File: config.mk
export PLATFORM = sky130hd
export DESIGN_NAME = scl_rate_gen
export DESIGN_NICKNAME = d
export VERILOG_FILES = /design/src/rtl/scl_rate_pkg.sv /design/src/rtl/scl_prescaler.sv /design/src/rtl/scl_lin_div.sv /design/src/rtl/scl_phase_ctr.sv /design/src/rtl/scl_rate_gen.sv
export SDC_FILE = /design/constraint.sdc
export NUM_CORES = 1
export LEC_CHECK = 0
export CAP_MARGIN = 20
export CORE_ASPECT_RATIO = 1.5
export CORE_MARGIN = 5
export CORE_UTILIZATION = 30
export DETAILED_ROUTE_END_ITERATION = 12
export HOLD_SLACK_MARGIN = 0.08
export PLACE_DENSITY = 0.54
export SKIP_CTS_REPAIR_TIMING = 1
export SYNTH_ARGS = -nofsm -noshare
export SYNTH_HDL_FRONTEND = slang
export SYNTH_HIERARCHICAL = 1
export SYNTH_SLANG_ARGS = --single-unit
File: constraint.sdc
create_clock -name clk -period 3.6 [get_ports clk]
set_input_delay 0.36 -clock clk [delete_from_list [all_inputs] [get_ports clk]]
set_output_delay 0.36 -clock clk [all_outputs]
set_load 0.02 [all_outputs]
File: src/rtl/scl_rate_pkg.sv
package scl_rate_pkg;
  // Field widths of the rate word; the bit layout is visible to software.
  localparam int unsigned EXP_FIELD_W = 3;
  localparam int unsigned LIN_FIELD_W = 4;
  localparam int unsigned BAUD_W      = EXP_FIELD_W + LIN_FIELD_W;

  // Linear field in the upper bits, exponent field in the lower bits.
  typedef struct packed {
    logic [LIN_FIELD_W-1:0] lin;
    logic [EXP_FIELD_W-1:0] expo;
  } baud_t;

  // Power-on rate word 0x44: linear 8, exponent 4.
  localparam baud_t BAUD_POR = '{lin: 4'd8, expo: 3'd4};
endpackage

File: src/rtl/scl_prescaler.sv
module scl_prescaler #(
  parameter int unsigned N_W        = 3,
  parameter int unsigned EXP_OFFSET = 1
) (
  input  logic           clk,
  input  logic           rst,
  input  logic           clr,
  input  logic [N_W-1:0] expo,
  output logic           pulse
);
  localparam int unsigned PRE_W = (1 << N_W) - 1 + EXP_OFFSET;

  logic [PRE_W-1:0] cnt;
  logic [PRE_W-1:0] term;

  // Terminal count 2^(expo+EXP_OFFSET)-1: the low (expo+EXP_OFFSET) bits are set.
  always_comb begin
    for (int i = 0; i < PRE_W; i++) begin
      term[i] = (i < (int'(expo) + int'(EXP_OFFSET)));
    end
  end

  always_ff @(posedge clk) begin
    if (rst || clr) begin
      cnt <= '0;
    end else if (cnt == term) begin
      cnt <= '0;
    end else begin
      cnt <= cnt + 1'b1;
    end
  end

  assign pulse = !rst && !clr && (cnt == term);

  // the count never passes the terminal value of the active exponent.
  a_r2_pre_bound: assert property (@(posedge clk) disable iff (rst)
    cnt <= term);
endmodule

File: src/rtl/scl_lin_div.sv
module scl_lin_div #(
  parameter int unsigned M_W = 4
) (
  input  logic           clk,
  input  logic           rst,
  input  logic           clr,
  input  logic           step,
  input  logic [M_W-1:0] lin,
  output logic           strobe
);
  logic [M_W-1:0] cnt;

  always_ff @(posedge clk) begin
    if (rst || clr) begin
      cnt <= '0;
    end else if (step) begin
      if (cnt == lin) begin
        cnt <= '0;
      end else begin
        cnt <= cnt + 1'b1;
      end
    end
  end

  assign strobe = step && (cnt == lin);

  // the linear count stays within 0..lin.
  a_r2_lin_bound: assert property (@(posedge clk) disable iff (rst)
    cnt <= lin);

  // the linear count moves only on a prescaler pulse.
  a_r2_lin_hold: assert property (@(posedge clk) disable iff (rst)
    (!step && !clr) |=> $stable(cnt));
endmodule

File: src/rtl/scl_phase_ctr.sv
module scl_phase_ctr #(
  parameter int unsigned PHASES = 10,
  localparam int unsigned PH_W  = $clog2(PHASES)
) (
  input  logic            clk,
  input  logic            rst,
  input  logic            clr,
  input  logic            adv,
  output logic [PH_W-1:0] phase,
  output logic            wrap
);
  localparam logic [PH_W-1:0] LAST = PH_W'(PHASES - 1);

  always_ff @(posedge clk) begin
    if (rst || clr) begin
      phase <= '0;
    end else if (adv) begin
      if (phase == LAST) begin
        phase <= '0;
      end else begin
        phase <= phase + 1'b1;
      end
    end
  end

  assign wrap = adv && (phase == LAST);

  // the index never leaves 0..PHASES-1.
  a_r3_phase_range: assert property (@(posedge clk) disable iff (rst)
    phase <= LAST);

  // each advance steps the index by one, wrapping after the last phase.
  a_r3_phase_step: assert property (@(posedge clk) disable iff (rst)
    (adv && !clr) |=> (phase == (($past(phase) == LAST) ? '0 : $past(phase) + 1'b1)));
endmodule

File: src/rtl/scl_rate_gen.sv
module scl_rate_gen
  import scl_rate_pkg::*;
#(
  parameter int unsigned EXP_OFFSET = 1,
  parameter int unsigned PHASES     = 10,
  parameter baud_t       RESET_BAUD = BAUD_POR,
  localparam int unsigned PH_W      = $clog2(PHASES)
) (
  input  logic              clk,
  input  logic              rst,
  input  logic              enable,
  input  logic              soft_rst,
  input  logic              baud_wr,
  input  logic [BAUD_W-1:0] baud_wdata,
  output logic              phase_tick,
  output logic [PH_W-1:0]   phase_idx
);
  baud_t shadow_q;
  baud_t active_q;
  logic  clr;
  logic  pre_pulse;
  logic  sub_strobe;
  logic  wrap;

  assign clr = !enable || soft_rst;

  // Staging register: takes every write at once.
  always_ff @(posedge clk) begin
    if (rst || soft_rst) begin
      shadow_q <= RESET_BAUD;
    end else if (baud_wr) begin
      shadow_q <= baud_t'(baud_wdata);
    end
  end

  // Working rate word: follows the shadow while disabled, else only at a wrap.
  always_ff @(posedge clk) begin
    if (rst || soft_rst) begin
      active_q <= RESET_BAUD;
    end else if (!enable || wrap) begin
      active_q <= shadow_q;
    end
  end

  scl_prescaler #(
    .N_W       (EXP_FIELD_W),
    .EXP_OFFSET(EXP_OFFSET)
  ) u_pre (
    .clk  (clk),
    .rst  (rst),
    .clr  (clr),
    .expo (active_q.expo),
    .pulse(pre_pulse)
  );

  scl_lin_div #(
    .M_W(LIN_FIELD_W)
  ) u_lin (
    .clk   (clk),
    .rst   (rst),
    .clr   (clr),
    .step  (pre_pulse),
    .lin   (active_q.lin),
    .strobe(sub_strobe)
  );

  scl_phase_ctr #(
    .PHASES(PHASES)
  ) u_phase (
    .clk  (clk),
    .rst  (rst),
    .clr  (clr),
    .adv  (sub_strobe),
    .phase(phase_idx),
    .wrap (wrap)
  );

  always_ff @(posedge clk) begin
    if (rst || clr) begin
      phase_tick <= 1'b0;
    end else begin
      phase_tick <= sub_strobe;
    end
  end

  // while running, the working rate word changes only at a 9->0 wrap.
  a_r6_hold_rate: assert property (@(posedge clk) disable iff (rst)
    (enable && !soft_rst && !wrap) |=> $stable(active_q));

  // a disable leaves the outputs idle in the next cycle.
  a_r5_idle: assert property (@(posedge clk) disable iff (rst)
    !enable |=> (phase_idx == '0 && !phase_tick));

  // a soft reset restores the default word and the first phase.
  a_r8_soft: assert property (@(posedge clk) disable iff (rst)
    soft_rst |=> (active_q == RESET_BAUD && phase_idx == '0 && !phase_tick));

  // the strobe and the index change move together.
  a_r3_tick_moves_idx: assert property (@(posedge clk) disable iff (rst)
    phase_tick |-> (phase_idx != $past(phase_idx)));

  generate
    if (EXP_OFFSET > 0) begin : g_pulse_chk
      // with a spacing of at least two clocks, the strobe is one cycle wide.
      a_r9_single: assert property (@(posedge clk) disable iff (rst)
        phase_tick |=> !phase_tick);
    end
  endgenerate
endmodule

==> summary.md <==
| Metric | Value |
|---|---|
| Die width | approximately 70 um |
| Final instance area | 0.00201 sq mm |
| Worst hold path type | reg2reg |
| Fillers | approximately 600 |
| First-pass GRT wire length | just over 6 mm |
| # Max-Cap Violations | 0 |
| Clk_skew | between 5 and 6 ps |
| Synthesized area | 0.00167 sq mm |
| Setup crit end kind | register |
| Pwr dens | ~330 mW/mm^2 |
| R2r setup slk | roughly 320 ps |
| Die area | around 0.0072 sq mm |
| Post-route setup slack | 315 ps |
| Clk slew on worst S/H paths | 70 ps |
| Hold_ws | 477 ps |
| Max Slew Vio Count | 0 |
| Worst endpoint required time | 3740 ps |
| Pin count of the biggest net entering global routing | 13 |
| Clock Tree Buf Depth | 2 |
| Flops & latches, synth | 31 |
| Arrival @ worst endpoint | between 3000 and 4000 ps |
| TritonCTS buffer count | 5 |
| Post-synth EDFFs | 0 |
| I/O pin cnt | 17 |
| Pint | ~0.00051 W |
| Worst slew pin tran | roughly 560 ps |
| Clk sinks | 31 |
| Setup Crit Path Kind | reg2reg |
| Tot GR Track Use | 0.107 |
| CP Max Fanout | 9 |
| RSZ-0062 raised after global routing | false |
| Drt pass-1 iters | 4 |
| Share of total power in combinational logic | 0.073 |
| DPL Wire Length | 2.63 mm |
| GR Util met1 | 0.116 |
| Vias/cell | between 4 and 5 |
| Final Hold Viols | 0 |
| Most frequent cell after synthesis | dfxtp_1 |
| Register area share after synthesis | 0.371 |
| Num rows | 33 |
| Setup TNS Final | 0 ps |
| Slew headroom | 0.624 |
| Met3 usage | 0.0149 |
| Gpl congestion | 0.728 |
| Routed wire per std cell | 12.9 um |
| CTS tree | done |
| Total gr overflow | 0 |
| Final WL | approximately 3.5 mm |
| Drt drc | 0 |
| Gr busiest metal | met2 |
| Fin nets | ~220 |
| Top area cells in the synthesized netlist | dfxtp_1 (37%), nand2_1 (6.1%), xor2_1 (4.7%), mux2i_1 (4.2%), a31oi_1 (3.4%) |
| H-Tree Depth | 2 |
| Startpoint types | register |
| First DRT Iteration DRCs | 19 |
| Sequential Power Share | 0.524 |
| Top_reg_cell synth | dfxtp_1 |
| Met2 Track Usage GR | 0.194 |
| Outcome | complete, no violations |
| Library cells used by synthesis | 52 |
| Diode count | 0 |
| Clk pwr share | 0.403 |
| NetSw | 0.000164 W |
| FFs w/ async S/R, synth | 0 |
| CTS root buf | clkbuf_8 |
| Post-Synthesis Cells | between 150 and 200 |
| DP Worst Slack | about 270 ps |
| Net Count, Synth | just under 200 |
| Die Height | ~100 um |
| DP Area | ~0.0019 sq mm |
| Top cells by count, synth | dfxtp_1 (31), nand2_1 (27), a31oi_1 (9), xor2_1 (9), mux2i_1 (7) |
| Synth-to-Final Area Change | 20.1% |
| P_leak | 0.718 nW |
| Initial core utilization | 0.307 |
| Worst VDD drop | between 0.15 and 0.2 mV |
| F_max | ~0.30 GHz |
| Minimum clock period | roughly 3300 ps |
| Total power draw | between 0.0006 and 0.0007 W |
| Core Region | 0.00545 sq mm |
| Post-synth top area share | 0.371 |
| Switching Fraction | 0.245 |
| Share of layout cells above drive strength 1 | 0.197 |
| Part of the cycle the worst path needs | 0.912 |
| Vias in the first global route | roughly 1.4k |
| Synthesized area per cell | ~9.3 sq um |
| Vias | 1325 |
| Synth warn | 6 |
| Antenna Nets Post-Route | 0 |
| I/O Buffers | 16 |
| Post-synth top area cell | dfxtp_1 |
| Initial antenna violation count | 0 |
| Final setup fails | 0 |
| Clock Latency Late Sink | between 200 and 300 ps |
-- cell families (layout without fill, tap and decap cells) --
group                      count (synthesis)  after routing  share of synthesized area
DFF                                       31             31                      0.371
and+or+nand+nor                           75             75                      0.251
buffers and inverters                      7             31                     0.0277
xor gates and xnor gates                  15             15                     0.0786
adders and majority gates                  4              4                     0.0299
muxes                                      9              9                     0.0621
AOI/OAI and AO/OA                         38             38                      0.180
-- critical path, stage by stage, from the launching register on --
cell and delay, ps:
dfxtp_1 450, ha_1 390, xor2_1 140, a221o_1 350, a211oi_4 280, and4_1 330
and2_4 200, and2_1 230, nand2_2 100, nor3b_1 240, and2b_2 300, nand2_1 90
a21oi_2 50
-- state kept, by name, summed over array words and instances, names as in the netlist --
register	cells
u_pre/cnt	8
active_q	7
phase_tick	1
shadow_q	7
u_lin/cnt	4
u_phase/phase	4
-- power by group through the flow --
stage / clock network [W] / logic [W] / registers, W
floorplan: 0 / 0.0000299 / 0.000357
global placement: 0 / 0.0000496 / 0.000359
detailed placement: 0 / 0.0000497 / 0.000359
CTS: 0.000281 / 0.0000498 / 0.000351
global route: 0.000298 / 0.0000542 / 0.000352
finish: 0.000270 / 0.0000489 / 0.000351
-- metrics by stage --
stage	util	std cells
6_report	0.368	273
5_1_grt	0.368	273
2_1_floorplan	-	179
4_1_cts	0.368	273
3_3_place_gp	0.352	265
3_5_place_dp	0.352	265
-- placed cells by master (no fill, tap or decap), types with 6 or more instances in the layout --
cell              n
a31oi_1           9
clkdlybuf4s50_1  16
dfxtp_1          30
mux2i_1           7
nand2_1          27
nand3_1           6
xnor2_1           6
xor2_1            9
-- path summary, 6_finish.rpt --
| kind | to | cells past startpoint | from |
|---|---|---|---|
| worst min register to register | active_q[4] | 2 | shadow_q[4] |
| worst min-delay path | active_q[4] | 2 | shadow_q[4] |
| worst max-delay path | active_q[0] | 12 | active_q[1] |
| worst max register to register | active_q[0] | 12 | active_q[1] |
-- metal layers --
metal / routed length [um] / vias to the layer above / share of wire
met5: 0 / - / 0
met3: 58 / 6 / 0.017
met1: 1480 / 615 / 0.42
met2: 1890 / 19 / 0.54
li1: - / 685 / -
met4: 80 / 0 / 0.023
-- layout make-up --
| type | instances | area (sq um) | area share |
|---|---|---|---|
| clock buffer | 5 | 68.8 | 0.0343 |
| tap | 70 | 87.6 | 0.0436 |
| clock inverter | 3 | 20.0 | 0.00997 |
| sequential | 31 | 622 | 0.310 |
| timing repair buffer | 21 | 198 | 0.0984 |
| multi-input combinational | 141 | 1000 | 0.500 |
| inverter | 2 | 7.51 | 0.00374 |
Note: power is estimated with default switching activity, not from simulation.
